### config.mk
export PLATFORM = sky130hd
export DESIGN_NAME = lsu_lane_align
export DESIGN_NICKNAME = d
export VERILOG_FILES = /design/src/rtl/lsu_align_pkg.sv /design/src/rtl/lsu_req_decode.sv /design/src/rtl/lsu_store_steer.sv /design/src/rtl/lsu_load_track.sv /design/src/rtl/lsu_lane_align.sv
export SDC_FILE = /design/constraint.sdc
export NUM_CORES = 1
export LEC_CHECK = 0
export ABC_AREA = 0
export ABC_CLOCK_PERIOD_IN_PS = 5880
export CORE_MARGIN = 5
export CORE_UTILIZATION = 41
export CTS_BUF_LIST = sky130_fd_sc_hd__clkbuf_2 sky130_fd_sc_hd__clkbuf_4 sky130_fd_sc_hd__clkbuf_8
export CTS_CLUSTER_DIAMETER = 80
export CTS_CLUSTER_SIZE = 14
export DETAILED_ROUTE_END_ITERATION = 16
export PLACE_DENSITY = 0.82
export REMOVE_ABC_BUFFERS = 1
export SYNTH_ARGS = -nofsm -noshare
export SYNTH_HDL_FRONTEND = slang
export SYNTH_SLANG_ARGS = --single-unit
### constraint.sdc
create_clock -name clk -period 5.88 [get_ports clk]
set_input_delay 0.588 -clock clk [delete_from_list [all_inputs] [get_ports clk]]
set_output_delay 0.588 -clock clk [all_outputs]
set_load 0.05 [all_outputs]
### src/rtl/lsu_align_pkg.sv
package lsu_align_pkg;

  localparam int LANES  = 4;
  localparam int DATA_W = 8 * LANES;

  typedef enum logic [1:0] {
    SZ_BYTE = 2'd0,
    SZ_HALF = 2'd1,
    SZ_WORD = 2'd2,
    SZ_RSVD = 2'd3
  } acc_size_e;

  typedef struct packed {
    acc_size_e  size;
    logic [1:0] off;
    logic       sgn;
    logic       big;
  } load_ctx_t;

  function automatic int size_bytes(acc_size_e s);
    case (s)
      SZ_BYTE: return 1;
      SZ_HALF: return 2;
      default: return LANES;
    endcase
  endfunction

  function automatic logic misaligned(acc_size_e s, logic [1:0] off);
    case (s)
      SZ_BYTE: return 1'b0;
      SZ_HALF: return off[0];
      SZ_WORD: return |off;
      default: return 1'b1;
    endcase
  endfunction

  function automatic logic [LANES-1:0] lane_mask(acc_size_e s, logic [1:0] off);
    logic [LANES-1:0] m;
    int o;
    int nb;
    o  = int'(off);
    nb = size_bytes(s);
    for (int lane = 0; lane < LANES; lane++)
      m[lane] = (lane >= o) && (lane < o + nb);
    return m;
  endfunction

  // lane number that carries value byte i (i = 0 is least significant)
  function automatic int lane_of(int i, int nb, int o, logic big);
    return big ? (o + nb - 1 - i) : (o + i);
  endfunction

  function automatic logic [DATA_W-1:0] steer_store(acc_size_e s, logic [1:0] off,
                                                    logic big, logic [DATA_W-1:0] d);
    logic [DATA_W-1:0] w;
    int nb;
    int lane;
    w  = '0;
    nb = size_bytes(s);
    for (int i = 0; i < LANES; i++) begin
      lane = lane_of(i, nb, int'(off), big);
      if (i < nb && lane >= 0 && lane < LANES)
        w[8*lane +: 8] = d[8*i +: 8];
    end
    return w;
  endfunction

  function automatic logic [DATA_W-1:0] extract_load(acc_size_e s, logic [1:0] off,
                                                     logic big, logic sgn,
                                                     logic [DATA_W-1:0] w);
    logic [DATA_W-1:0] v;
    logic top;
    int nb;
    int lane;
    v   = '0;
    top = 1'b0;
    nb  = size_bytes(s);
    for (int i = 0; i < LANES; i++) begin
      lane = lane_of(i, nb, int'(off), big);
      if (i < nb && lane >= 0 && lane < LANES) begin
        v[8*i +: 8] = w[8*lane +: 8];
        top         = w[8*lane + 7];
      end
    end
    for (int i = 0; i < LANES; i++)
      if (i >= nb && sgn && top) v[8*i +: 8] = 8'hFF;
    return v;
  endfunction

endpackage

### src/rtl/lsu_req_decode.sv
module lsu_req_decode
  import lsu_align_pkg::*;
(
  input  logic             req_valid,
  input  acc_size_e        size,
  input  logic [1:0]       off,
  output logic             fault,
  output logic             en,
  output logic [LANES-1:0] be
);
  logic bad_align;

  always_comb begin
    bad_align = misaligned(size, off);
    fault     = req_valid & bad_align;
    en        = req_valid & ~bad_align;
    be        = en ? lane_mask(size, off) : '0;
  end
endmodule

### src/rtl/lsu_store_steer.sv
module lsu_store_steer
  import lsu_align_pkg::*;
(
  input  acc_size_e         size,
  input  logic [1:0]        off,
  input  logic              big,
  input  logic [DATA_W-1:0] data_in,
  output logic [DATA_W-1:0] data_out
);
  always_comb data_out = steer_store(size, off, big, data_in);
endmodule

### src/rtl/lsu_load_track.sv
module lsu_load_track
  import lsu_align_pkg::*;
#(
  parameter bit LOAD_REG = 1'b0
) (
  input  logic              clk,
  input  logic              rst_n,
  input  logic              accept,
  input  load_ctx_t         ctx_in,
  input  logic [DATA_W-1:0] rdata,
  output logic              out_valid,
  output logic [DATA_W-1:0] out_data
);
  load_ctx_t         ctx_q;
  logic              pend_q;
  logic [DATA_W-1:0] ext_data;

  always_ff @(posedge clk or negedge rst_n) begin
    if (!rst_n) begin
      pend_q <= 1'b0;
      ctx_q  <= '0;
    end else begin
      pend_q <= accept;
      if (accept) ctx_q <= ctx_in;
    end
  end

  always_comb ext_data = extract_load(ctx_q.size, ctx_q.off, ctx_q.big, ctx_q.sgn, rdata);

  generate
    if (LOAD_REG) begin : g_out_reg
      logic              v_q;
      logic [DATA_W-1:0] d_q;
      always_ff @(posedge clk or negedge rst_n) begin
        if (!rst_n) begin
          v_q <= 1'b0;
          d_q <= '0;
        end else begin
          v_q <= pend_q;
          if (pend_q) d_q <= ext_data;
        end
      end
      assign out_valid = v_q;
      assign out_data  = d_q;
    end else begin : g_out_comb
      assign out_valid = pend_q;
      assign out_data  = ext_data;
    end
  endgenerate
endmodule

### src/rtl/lsu_lane_align.sv
module lsu_lane_align
  import lsu_align_pkg::*;
#(
  parameter int ADDR_W   = 32,
  parameter bit LOAD_REG = 1'b0
) (
  input  logic              clk,
  input  logic              rst_n,
  input  logic              req_valid,
  input  logic              req_store,
  input  logic [1:0]        req_size,
  input  logic              req_signed,
  input  logic [ADDR_W-1:0] req_addr,
  input  logic [31:0]       req_wdata,
  input  logic              big_endian,
  output logic [ADDR_W-3:0] mem_addr,
  output logic              mem_en,
  output logic              mem_we,
  output logic [3:0]        mem_be,
  output logic [31:0]       mem_wdata,
  input  logic [31:0]       mem_rdata,
  output logic              misalign_fault,
  output logic              load_valid,
  output logic [31:0]       load_data
);
  localparam int OFF_W = $clog2(LANES);

  acc_size_e        acc_size;
  logic [OFF_W-1:0] acc_off;
  logic             acc_go;
  logic             ld_accept;
  load_ctx_t        ld_ctx;

  assign acc_size = acc_size_e'(req_size);
  assign acc_off  = req_addr[OFF_W-1:0];
  assign mem_addr = req_addr[ADDR_W-1:OFF_W];

  lsu_req_decode u_dec (
    .req_valid (req_valid),
    .size      (acc_size),
    .off       (acc_off),
    .fault     (misalign_fault),
    .en        (acc_go),
    .be        (mem_be)
  );

  assign mem_en    = acc_go;
  assign mem_we    = acc_go & req_store;
  assign ld_accept = acc_go & ~req_store;

  lsu_store_steer u_st (
    .size     (acc_size),
    .off      (acc_off),
    .big      (big_endian),
    .data_in  (req_wdata),
    .data_out (mem_wdata)
  );

  always_comb begin
    ld_ctx.size = acc_size;
    ld_ctx.off  = acc_off;
    ld_ctx.sgn  = req_signed;
    ld_ctx.big  = big_endian;
  end

  lsu_load_track #(.LOAD_REG(LOAD_REG)) u_ld (
    .clk       (clk),
    .rst_n     (rst_n),
    .accept    (ld_accept),
    .ctx_in    (ld_ctx),
    .rdata     (mem_rdata),
    .out_valid (load_valid),
    .out_data  (load_data)
  );
endmodule

==> metrics.md <==
| Metric | Value |
|---|---|
| Worst reg2reg endpoint | `u_ld.ctx_q[0]$_DFFE_PN0P_` |
| Post-route DRC violation count | `0` |
| Die X | `121 µm` |
| Crit path max-delay family | `adder cells` |
| Largest net degree at the start of global routing | `26` |
| HPWL after DPL | `15000 µm` |
| Slowest stage delay, CP | `0.53 ns` |
| Hold Path Cell Cnt | `2` |
| Synthesized cell area | `5050 µm²` |
| Outcome | `finished clean` |
| Initial DRC count | `552` |
| Yosys cell types | `87` |
| First-pass GRT wire length | `29900 µm` |
| Worst Setup SP | `req_size[0]` |
| Leak | `3.37 nW` |
| Fin crit share | `0.966` |
| Hold Slack | `0.506 ns` |
| Part of the Yosys area used for sequential elements | `0.0347` |
| WL/cell | `19.3 µm` |
| Most common cell after layout, fill and taps aside | `nand2_1` |
| Worst-Margin Slew | `0.855 ns` |
| Die Area | `14600 µm²` |
| R2r setup slk | `5.05 ns` |
| IO Pins | `206` |
| Inst Count DP | `983` |
| Number of flops mapped to enable cells by yosys | `0` |
| GRT Resource Usage Total | `0.247` |
| CP max FO | `8` |
| Fraction of registers with async set/reset | `1.00` |
| Antenna cells | `0` |
| Clock root cell | `clkbuf_8` |
| Total power divided by cell area | `341 nW/µm²` |
| Core box area | `12100 µm²` |
| Hold_sp | `u_ld.ctx_q[5]$_DFFE_PN0P_` |
| Worst Path Arrival | `5.09 ns` |
| Top_reg_cell synth | `dfrtp_1` |
| Initial Utilization | `0.418` |
| Data required, critical path | `5.29 ns` |
| Yosys warns | `0` |
| Mapped Avg Cell Area | `7.72 µm²` |
| Hold Path Class | `reg2reg` |
| Slowest stage cell, crit path | `fa_1` |
| Final Max Tran Viols | `0` |
| Leading post-synthesis cells by cell area | `mux4_2 13%, ha_1 12%, nand2_1 8.1%, buf_4 4.5%, dfrtp_1 3.5%` |
| Crit path kind | `in2out` |
| Final hold vios | `0` |
| Via count | `6048` |
| Antenna violations before repair | `0` |
| Slew HR | `0.423` |
| Total grt overflow | `0` |
| H-tree levels | `1` |
| RePlAce Congestion | `0.953` |
| Synth Instances | `654` |
| Worst hold path endpoint | `u_ld.ctx_q[5]$_DFFE_PN0P_` |
| Total CTS buffers | `3` |
| R2R depth | `2` |
| Period minus WS final | `5.68 ns` |
| Clk buf depth | `2` |
| Post-Layout Cell Count | `994` |
| Chip height | `121 µm` |
| Clock-pin slew on the worst setup and hold paths | `0.04 ns` |
| Most frequent cells in the layout | `108 x nand2_1, 106 x buf_4, 85 x clkdlybuf4s50_1` |
| FP Rows | `40` |
| Routed Antenna Nets | `0` |
| Crit-path cells | `dlygate4sd2_1 > buf_4 > nand2_2 > inv_2 > fa_1 > inv_2 > ha_4 > xor3_1 > inv_2 > buf_4 > ha_4 > nand2b_4 > nand2_1 > ha_1 > or4b_4 > nor4_4 > a31o_1 > nand2_1 > nor4b_4 > o31ai_2 > a31oi_4 > buf_12 > a311o_1 > buf_6` |
| R2R Path Start | `u_ld.ctx_q[0]$_DFFE_PN0P_` |
| Setup crit end kind | `primary output` |
| Drt first pass iters | `5` |
| DRT Wirelength | `19200 µm` |
| Final net count | `983` |
| Register bit total from synthesis | `7` |
| Worst skew pair latency | `0.23 ns` |
| Fraction of layout cells with a size suffix above 1 | `0.288` |
| Critical path buffers and inverters | `8` |
| Top-area cell type share of the netlist area | `0.129` |
| CP dominant cell by count | `inv_2` |
| CTS tree | `done` |
| Worst vdd ir | `0.176 mV` |
| Yosys top cell by area | `mux4_2` |
| Setup Skew | `0 ns` |
| Clock Sinks | `7` |
| Syn-to-layout area delta | `49.7%` |
| Port Buffers | `145` |
| Setup-failing EPs final | `0` |
| Achievable Freq | `176 MHz` |
| Filler Cell Count | `987` |
| Max-cap check violation count | `0` |
| Vias in the first global route | `5907` |
| CP Launch Type | `primary input` |
| Via/cell ratio | `6.08` |
[layer usage]
layer | track usage | share of wire | up-vias
met5 | 0.0147 | 0 | -
met4 | 0.0630 | 0.024 | 0
met3 | 0.0671 | 0.11 | 50
met2 | 0.415 | 0.47 | 373
met1 | 0.311 | 0.40 | 2840
li1 | - | - | 2785
[cells in the mapped netlist (10+ instances only)]
cell type    n
nand2b_1    11
inv_1       35
mux2i_1     14
nand2_1    109
a21oi_1     21
and2_1      18
ha_1        50
nor2b_1     10
nor2_1      15
o21ai_0     28
o22ai_1     10
clkbuf_1    26
a21o_1      20
mux4_2      29
nand3_1     32
buf_4       30
nor3_1      10
[how the worst max path moves through the flow]
stage / end / slack [ns] / depth (start not counted)
2_1_floorplan: load_data[24] / -1.14 / 10
3_3_place_gp: mem_wdata[21] / -0.28 / 23
3_5_place_dp: mem_wdata[19] / -0.45 / 24
4_1_cts: mem_wdata[21] / 0.01 / 21
5_1_grt: mem_wdata[21] / -0.03 / 23
6_report: mem_wdata[21] / 0.20 / 24
[stage by stage]
step,utilization,worst slack (ns),area [µm²],TNS [ns],power [mW]
finish,0.626,0.202,7560,0,2.58
global route,0.626,-0.0296,7560,-0.0420,2.73
CTS,0.610,0.0101,7360,0,2.52
detailed placement,0.599,-0.448,7220,-7.03,2.41
global placement,0.599,-0.283,7220,-2.09,2.37
floorplan,-,-1.14,4680,-31.13,1.68
[area by class of cell]
type / count / area, µm² / share of cell area
Clock buffer: 4 / 48.8 / 0.00646
Inverter: 36 / 135 / 0.0179
Multi-Input combinational cell: 547 / 4600 / 0.608
Sequential cell: 7 / 175 / 0.0232
Tap cell: 168 / 210 / 0.0278
Timing Repair Buffer: 232 / 2390 / 0.316
[worst register-to-register path: stages, from the launching register on]
cell	delay, ns
dfrtp_1	0.59
nand2_1	0.08
o21ai_0	0.08
[what timing repair did]
action / in CTS / in global routing
endpoints found under the setup margin: 32 / 32
pin swaps: 13 / 18
buffers inserted: 3 / 4
resized for setup: 24 / 29
hold buffers: 0 / 0
[kinds of logic after synthesis]
logic type,after synthesis,share of synthesized area
buffers and inverters,100,0.100
AO/OA/AOI/OAI,163,0.240
adder cells (fa/ha/maj),52,0.132
flip-flops,7,0.0347
XOR/XNOR,20,0.0479
AND/OR/NAND/NOR,265,0.278
multiplexers,47,0.167
[sequential cells by signal, summed over array words and instances (netlist names)]
register	count
u_ld.out_valid	1
u_ld.ctx_q	6
[power breakdown]
group          internal, mW  switching (mW)  total, mW
clock                0.0515          0.0203     0.0717
combinational          1.01            1.43       2.44
sequential           0.0569          0.0156     0.0725
Note: power is estimated with default switching activity, not from simulation.
